File: src/rtl/ycc_pkg.sv
package ycc_pkg;

  // Coefficient magnitudes in units of 1e-4, rows Y/Cb/Cr, columns R/G/B.
  function automatic int coef_milli(input int row, input int col);
    case (row * 3 + col)
      0: return 2990;
      1: return 5870;
      2: return 1140;
      3: return 1687;
      4: return 3313;
      5: return 5000;
      6: return 5000;
      7: return 4187;
      default: return 813;
    endcase
  endfunction

  // Subtractive terms: Cb from R and G, Cr from G and B.
  function automatic bit coef_neg(input int row, input int col);
    return (row == 1 && col < 2) || (row == 2 && col > 0);
  endfunction

  // Fixed-point magnitude rounded to nearest: round(c * 2^frac).
  function automatic int coef_mag(input int row, input int col, input int frac);
    longint scaled;
    scaled = longint'(coef_milli(row, col)) * (longint'(1) << frac);
    return int'((scaled + 64'sd5000) / 64'sd10000);
  endfunction

endpackage

File: src/rtl/ycc_term_mul.sv
module ycc_term_mul #(
  parameter int PIX_W  = 8,
  parameter int FRAC_W = 14,
  parameter int MAG    = 4899,
  parameter bit NEG    = 1'b0,
  localparam int TERM_W = PIX_W + FRAC_W + 2
) (
  input  logic                     clk,
  input  logic                     rst_n,
  input  logic                     en,
  input  logic [PIX_W-1:0]         pix,
  output logic signed [TERM_W-1:0] term
);

  localparam logic [TERM_W-1:0] MAG_V = TERM_W'(MAG);

  logic [TERM_W-1:0]        prod;
  logic signed [TERM_W-1:0] term_d;

  always_comb begin
    prod = TERM_W'(pix) * MAG_V;
    // Subtractive term: negate the product itself.
    if (NEG) term_d = signed'(-prod);
    else     term_d = signed'(prod);
  end

  always_ff @(posedge clk or negedge rst_n) begin
    if (!rst_n)  term <= '0;
    else if (en) term <= term_d;
  end

endmodule

File: src/rtl/ycc_row_sum.sv
module ycc_row_sum #(
  parameter int TERM_W = 24,
  localparam int SUM_W = TERM_W + 2
) (
  input  logic                     clk,
  input  logic                     rst_n,
  input  logic                     en,
  input  logic signed [TERM_W-1:0] t0,
  input  logic signed [TERM_W-1:0] t1,
  input  logic signed [TERM_W-1:0] t2,
  output logic signed [SUM_W-1:0]  sum
);

  logic signed [SUM_W-1:0] sum_d;

  always_comb begin
    sum_d = SUM_W'(t0) + SUM_W'(t1) + SUM_W'(t2);
  end

  always_ff @(posedge clk or negedge rst_n) begin
    if (!rst_n)  sum <= '0;
    else if (en) sum <= sum_d;
  end

endmodule

File: src/rtl/ycc_round_sat.sv
module ycc_round_sat #(
  parameter int PIX_W  = 8,
  parameter int FRAC_W = 14,
  parameter int SUM_W  = 26,
  parameter int OFFSET = 0
) (
  input  logic                    clk,
  input  logic                    rst_n,
  input  logic                    en,
  input  logic signed [SUM_W-1:0] sum,
  output logic [PIX_W-1:0]        pix
);

  localparam int BIAS_W = SUM_W + 1;
  // Mid-level offset and half an output LSB, both in fixed-point units.
  localparam logic signed [BIAS_W-1:0] BIAS_V =
    BIAS_W'((longint'(OFFSET) << FRAC_W) + (longint'(1) << (FRAC_W - 1)));

  logic signed [BIAS_W-1:0] biased;
  logic signed [BIAS_W-1:0] whole;
  logic [PIX_W-1:0]         pix_d;

  always_comb begin
    biased = BIAS_W'(sum) + BIAS_V;
    whole  = biased >>> FRAC_W;
    if (whole[BIAS_W-1])
      pix_d = '0;
    else if (whole[BIAS_W-2:PIX_W] != '0)
      pix_d = '1;
    else
      pix_d = whole[PIX_W-1:0];
  end

  always_ff @(posedge clk or negedge rst_n) begin
    if (!rst_n)  pix <= '0;
    else if (en) pix <= pix_d;
  end

endmodule

File: src/rtl/ycc_conv.sv
module ycc_conv #(
  parameter int PIX_W  = 8,
  parameter int FRAC_W = 14
) (
  input  logic             clk,
  input  logic             rst_n,
  input  logic             in_valid,
  input  logic [PIX_W-1:0] in_r,
  input  logic [PIX_W-1:0] in_g,
  input  logic [PIX_W-1:0] in_b,
  output logic             out_valid,
  output logic [PIX_W-1:0] out_y,
  output logic [PIX_W-1:0] out_cb,
  output logic [PIX_W-1:0] out_cr
);

  import ycc_pkg::*;

  localparam int TERM_W = PIX_W + FRAC_W + 2;
  localparam int SUM_W  = TERM_W + 2;
  localparam int N_OUT  = 3;
  localparam int N_IN   = 3;
  localparam int MID    = 1 << (PIX_W - 1);

  logic [PIX_W-1:0]        chan  [N_IN];
  logic signed [TERM_W-1:0] terms [N_OUT][N_IN];
  logic signed [SUM_W-1:0]  sums  [N_OUT];
  logic [PIX_W-1:0]        res   [N_OUT];

  logic v1_q, v2_q, v3_q;
  logic v1_d, v2_d, v3_d;

  assign chan[0] = in_r;
  assign chan[1] = in_g;
  assign chan[2] = in_b;

  // Valid pipeline: next-state and register kept apart.
  always_comb begin
    v1_d = in_valid;
    v2_d = v1_q;
    v3_d = v2_q;
  end

  always_ff @(posedge clk or negedge rst_n) begin
    if (!rst_n) begin
      v1_q <= 1'b0;
      v2_q <= 1'b0;
      v3_q <= 1'b0;
    end else begin
      v1_q <= v1_d;
      v2_q <= v2_d;
      v3_q <= v3_d;
    end
  end

  for (genvar o = 0; o < N_OUT; o++) begin : g_row
    for (genvar c = 0; c < N_IN; c++) begin : g_col
      ycc_term_mul #(
        .PIX_W (PIX_W),
        .FRAC_W(FRAC_W),
        .MAG   (coef_mag(o, c, FRAC_W)),
        .NEG   (coef_neg(o, c))
      ) u_mul (
        .clk  (clk),
        .rst_n(rst_n),
        .en   (in_valid),
        .pix  (chan[c]),
        .term (terms[o][c])
      );
    end

    ycc_row_sum #(.TERM_W(TERM_W)) u_sum (
      .clk  (clk),
      .rst_n(rst_n),
      .en   (v1_q),
      .t0   (terms[o][0]),
      .t1   (terms[o][1]),
      .t2   (terms[o][2]),
      .sum  (sums[o])
    );

    ycc_round_sat #(
      .PIX_W (PIX_W),
      .FRAC_W(FRAC_W),
      .SUM_W (SUM_W),
      .OFFSET((o == 0) ? 0 : MID)
    ) u_rnd (
      .clk  (clk),
      .rst_n(rst_n),
      .en   (v2_q),
      .sum  (sums[o]),
      .pix  (res[o])
    );
  end

  assign out_valid = v3_q;
  assign out_y     = res[0];
  assign out_cb    = res[1];
  assign out_cr    = res[2];

endmodule

File: config.mk
export PLATFORM = sky130hd
export DESIGN_NAME = ycc_conv
export DESIGN_NICKNAME = d
export VERILOG_FILES = /design/src/rtl/ycc_pkg.sv /design/src/rtl/ycc_term_mul.sv /design/src/rtl/ycc_row_sum.sv /design/src/rtl/ycc_round_sat.sv /design/src/rtl/ycc_conv.sv
export SDC_FILE = /design/constraint.sdc
export NUM_CORES = 1
export LEC_CHECK = 0
export BUFFER_PORTS_ARGS = -buffer_cell sky130_fd_sc_hd__buf_2
export CAP_MARGIN = 15
export CORE_ASPECT_RATIO = 1.1
export CORE_MARGIN = 2
export CORE_UTILIZATION = 50
export DETAILED_ROUTE_END_ITERATION = 8
export PLACE_DENSITY_LB_ADDON = 0.05
export SYNTH_ARGS = -nofsm -noshare
export SYNTH_HDL_FRONTEND = slang
export SYNTH_HIERARCHICAL = 1
export SYNTH_SLANG_ARGS = --single-unit
File: constraint.sdc
create_clock -name clk -period 5.91 [get_ports clk]
set_input_delay 0 -clock clk [delete_from_list [all_inputs] [get_ports clk]]
set_output_delay 0 -clock clk [all_outputs]
set_load 0.03 [all_outputs]
==> results.ini <==
[outcome]
outcome=completed

[sta]
rsz0062_at_grt=false
maxSlewViolCount=0
skew_ps=13.8
period_minus_slack_ps=4900
tightest_slew_ps=858
setup_viol=0
setup_tns_ps=0
relSlewSlack_pct=42.8
finalHoldViolations=0
min_period_over_period_pct=82.8
fmax_mhz=204

[route]
drtIter0Drc=1075
routed_wl_mm=67.3
dr.pass1.iters=5
wl_per_cell_um=18.7
drc_errors=0
antenna_left=0
vias=20500
viasPerCell=5.70

[final_layout]
utilization_pct=53.5
antenna_cells=0
drive_above_1_share_pct=11.5
area_growth_syn_to_layout_pct=6.39
stdcell_count=3597
fin_nets=3469
fillers=5087

[global_route]
grt_usage_pct=24.1
grt_max_degree=136
grt_pass1_vias=20700
antenna_found_initial=0
grt-ovfl-total=0
grt_first_pass_wirelength_mm=110

[placement]
gp_congestion=0.863
port_buffers=51
dp_hpwl_mm=54.7
dp_cells=3529

[power_and_ir_drop]
p_seq_share_pct=18.1
leakagePower_uw=0.0134
power_switching_uw=7780
p_clk_share_pct=11.2
p_int_uw=7600
comb_power_share_pct=70.8
swShare_pct=50.6
irDropWorstVdd_v=0.000692
powerDensity_mw_per_mm2=527

[synth]
yosysWarningCount=6
synthCells=2819
syn_avg_cell_area_um2=9.73
syn_area_mm2=0.0274

[worst_setup_path]
r2r_start=g_row[0].g_col[0].u_mul/term[1]
critPathMaxStageDelay_ps=610
critical_path.most_common_cell=inv_1
rrSetupSlack_ps=2740
cp-start-kind=primary input
critPathRequiredTime_ps=6380
worst_r2r_path_depth=9
cp.arrival_ps=5370
critPathKind=in2reg
r2r_end=g_row[0].u_sum/sum[21]
cpMaxStageDelayCell=or4_1
path_cells=dlygate4sd3_1, buf_2, ha_1, inv_1, fa_1, inv_1, fa_1, inv_1, fa_1, inv_1, ha_1, or4_1, o211ai_2, o21bai_2, or4_1, or4b_1, o221ai_1
cp_max_fo=14
endpoint_kind=register

[clock_tree]
cts_tree=yes
cts_root_buf=clkbuf_16
path_clk_slew_ps=60
h-tree-depth=1
cts.sink_count=230
clkLatencyLatePin_ps=570
cts.path.max_buffers=3
cts-buffers-inserted=29

[run]
drv_cap=0

[floorplanning]
die-area_mm2=0.0567
io_pins=52
die_w_um=227
rows=90
die_y_um=250
start_util_pct=50.3
fp.coreArea_mm2=0.0545

[hold_path]
holdCritPathClass=in2async

final cells by class:
cell class,count,area (um2),share of cell area (%)
clock buffers,42,815,2.79
clock inverters,9,91.3,0.313
multi-input cells,2237,20100,68.8
flip-flops and latches,230,5760,19.7
well taps,736,921,3.16
repair buffers,78,529,1.81
inverters,265,995,3.41
how the worst max path moves through the flow:
| stage | slack, ps | startpoint | end | cells after the start |
|---|---|---|---|---|
| after floorplan | 1370 | in_g[6] | g_row[2].g_col[1].u_mul/term[20] | 17 |
| after global placement | 980 | in_g[3] | g_row[2].g_col[1].u_mul/term[20] | 14 |
| after detailed placement | 900 | in_g[3] | g_row[2].g_col[1].u_mul/term[20] | 14 |
| after CTS | 1040 | in_g[2] | g_row[2].g_col[1].u_mul/term[20] | 17 |
| after global routing | 800 | in_g[2] | g_row[2].g_col[1].u_mul/term[20] | 17 |
| final | 1010 | in_g[2] | g_row[2].g_col[1].u_mul/term[20] | 17 |
per-layer routing:
metal	GRT usage (%)	wire length (um)	vias up
met1	32.3	30900	9992
met5	0	0	-
met4	7.62	2200	0
met3	2.31	1770	83
met2	40.9	32500	299
li1	-	-	10100
critical path: cells and delay by family:
family                     cells  cell delay (ps)
AOI/OAI and AO/OA              3              380
adders and majority gates      5             2180
buffers and inverters          6             1070
and+or+nand+nor                3             1730
registers in the layout (all words and copies together) (netlist names):
| name | cells |
|---|---|
| g_row.u_rnd/pix | 24 |
| out_valid | 1 |
| g_row.u_sum/sum | 39 |
| v1_q | 1 |
| v2_q | 1 |
| g_row.g_col.u_mul/term | 164 |
cell usage in the layout (no fill, tap or decap), drive strengths merged, types with 12 or more instances in the layout:
master	count
or3	25
nand4	43
mux2	102
and4	16
dfrtp	230
nor4	19
nor2b	18
and2	26
o21a	32
a211o	15
nor2	169
xor2	48
and3	21
dlygate4sd3	17
o311ai	24
ha	420
o21ai	85
buf	61
xnor2	86
a21o	44
a211oi	40
o221ai	24
o21bai	13
nand2	156
nor3	60
o211ai	32
mux2i	17
a21oi	156
inv	261
clkbuf	42
nand2b	20
conb	52
a31oi	31
o31ai	21
a2111oi	12
or2	15
nand3	70
fa	181
timing repair:
| item | CTS | global route |
|---|---|---|
| resized for setup | 0 | 0 |
| setup buffers | 0 | 0 |
| endpoints found under the hold margin | 120 | 0 |
| hold buffers | 17 | 0 |
power by group through the flow:
stage | clock network (uW) | logic [uW] | registers, uW
after global routing | 1840 | 12100 | 2860
after detailed placement | 0 | 10800 | 2830
after CTS | 1780 | 10900 | 2800
after floorplan | 0 | 8270 | 2740
after global placement | 0 | 10700 | 2810
final | 1710 | 10900 | 2780
metrics by stage:
step | hold slack [ps] | total power, uW | instance area [um2] | setup WS [ps]
3_5_place_dp | 69.7 | 13600 | 28100 | 903
5_1_grt | 23.6 | 16800 | 29200 | 802
4_1_cts | 0.931 | 15500 | 29200 | 1040
3_3_place_gp | 67.1 | 13500 | 28100 | 976
2_1_floorplan | -296 | 11000 | 27600 | 1370
6_report | 19.1 | 15400 | 29200 | 1010
(Power assumes the default switching activity.)
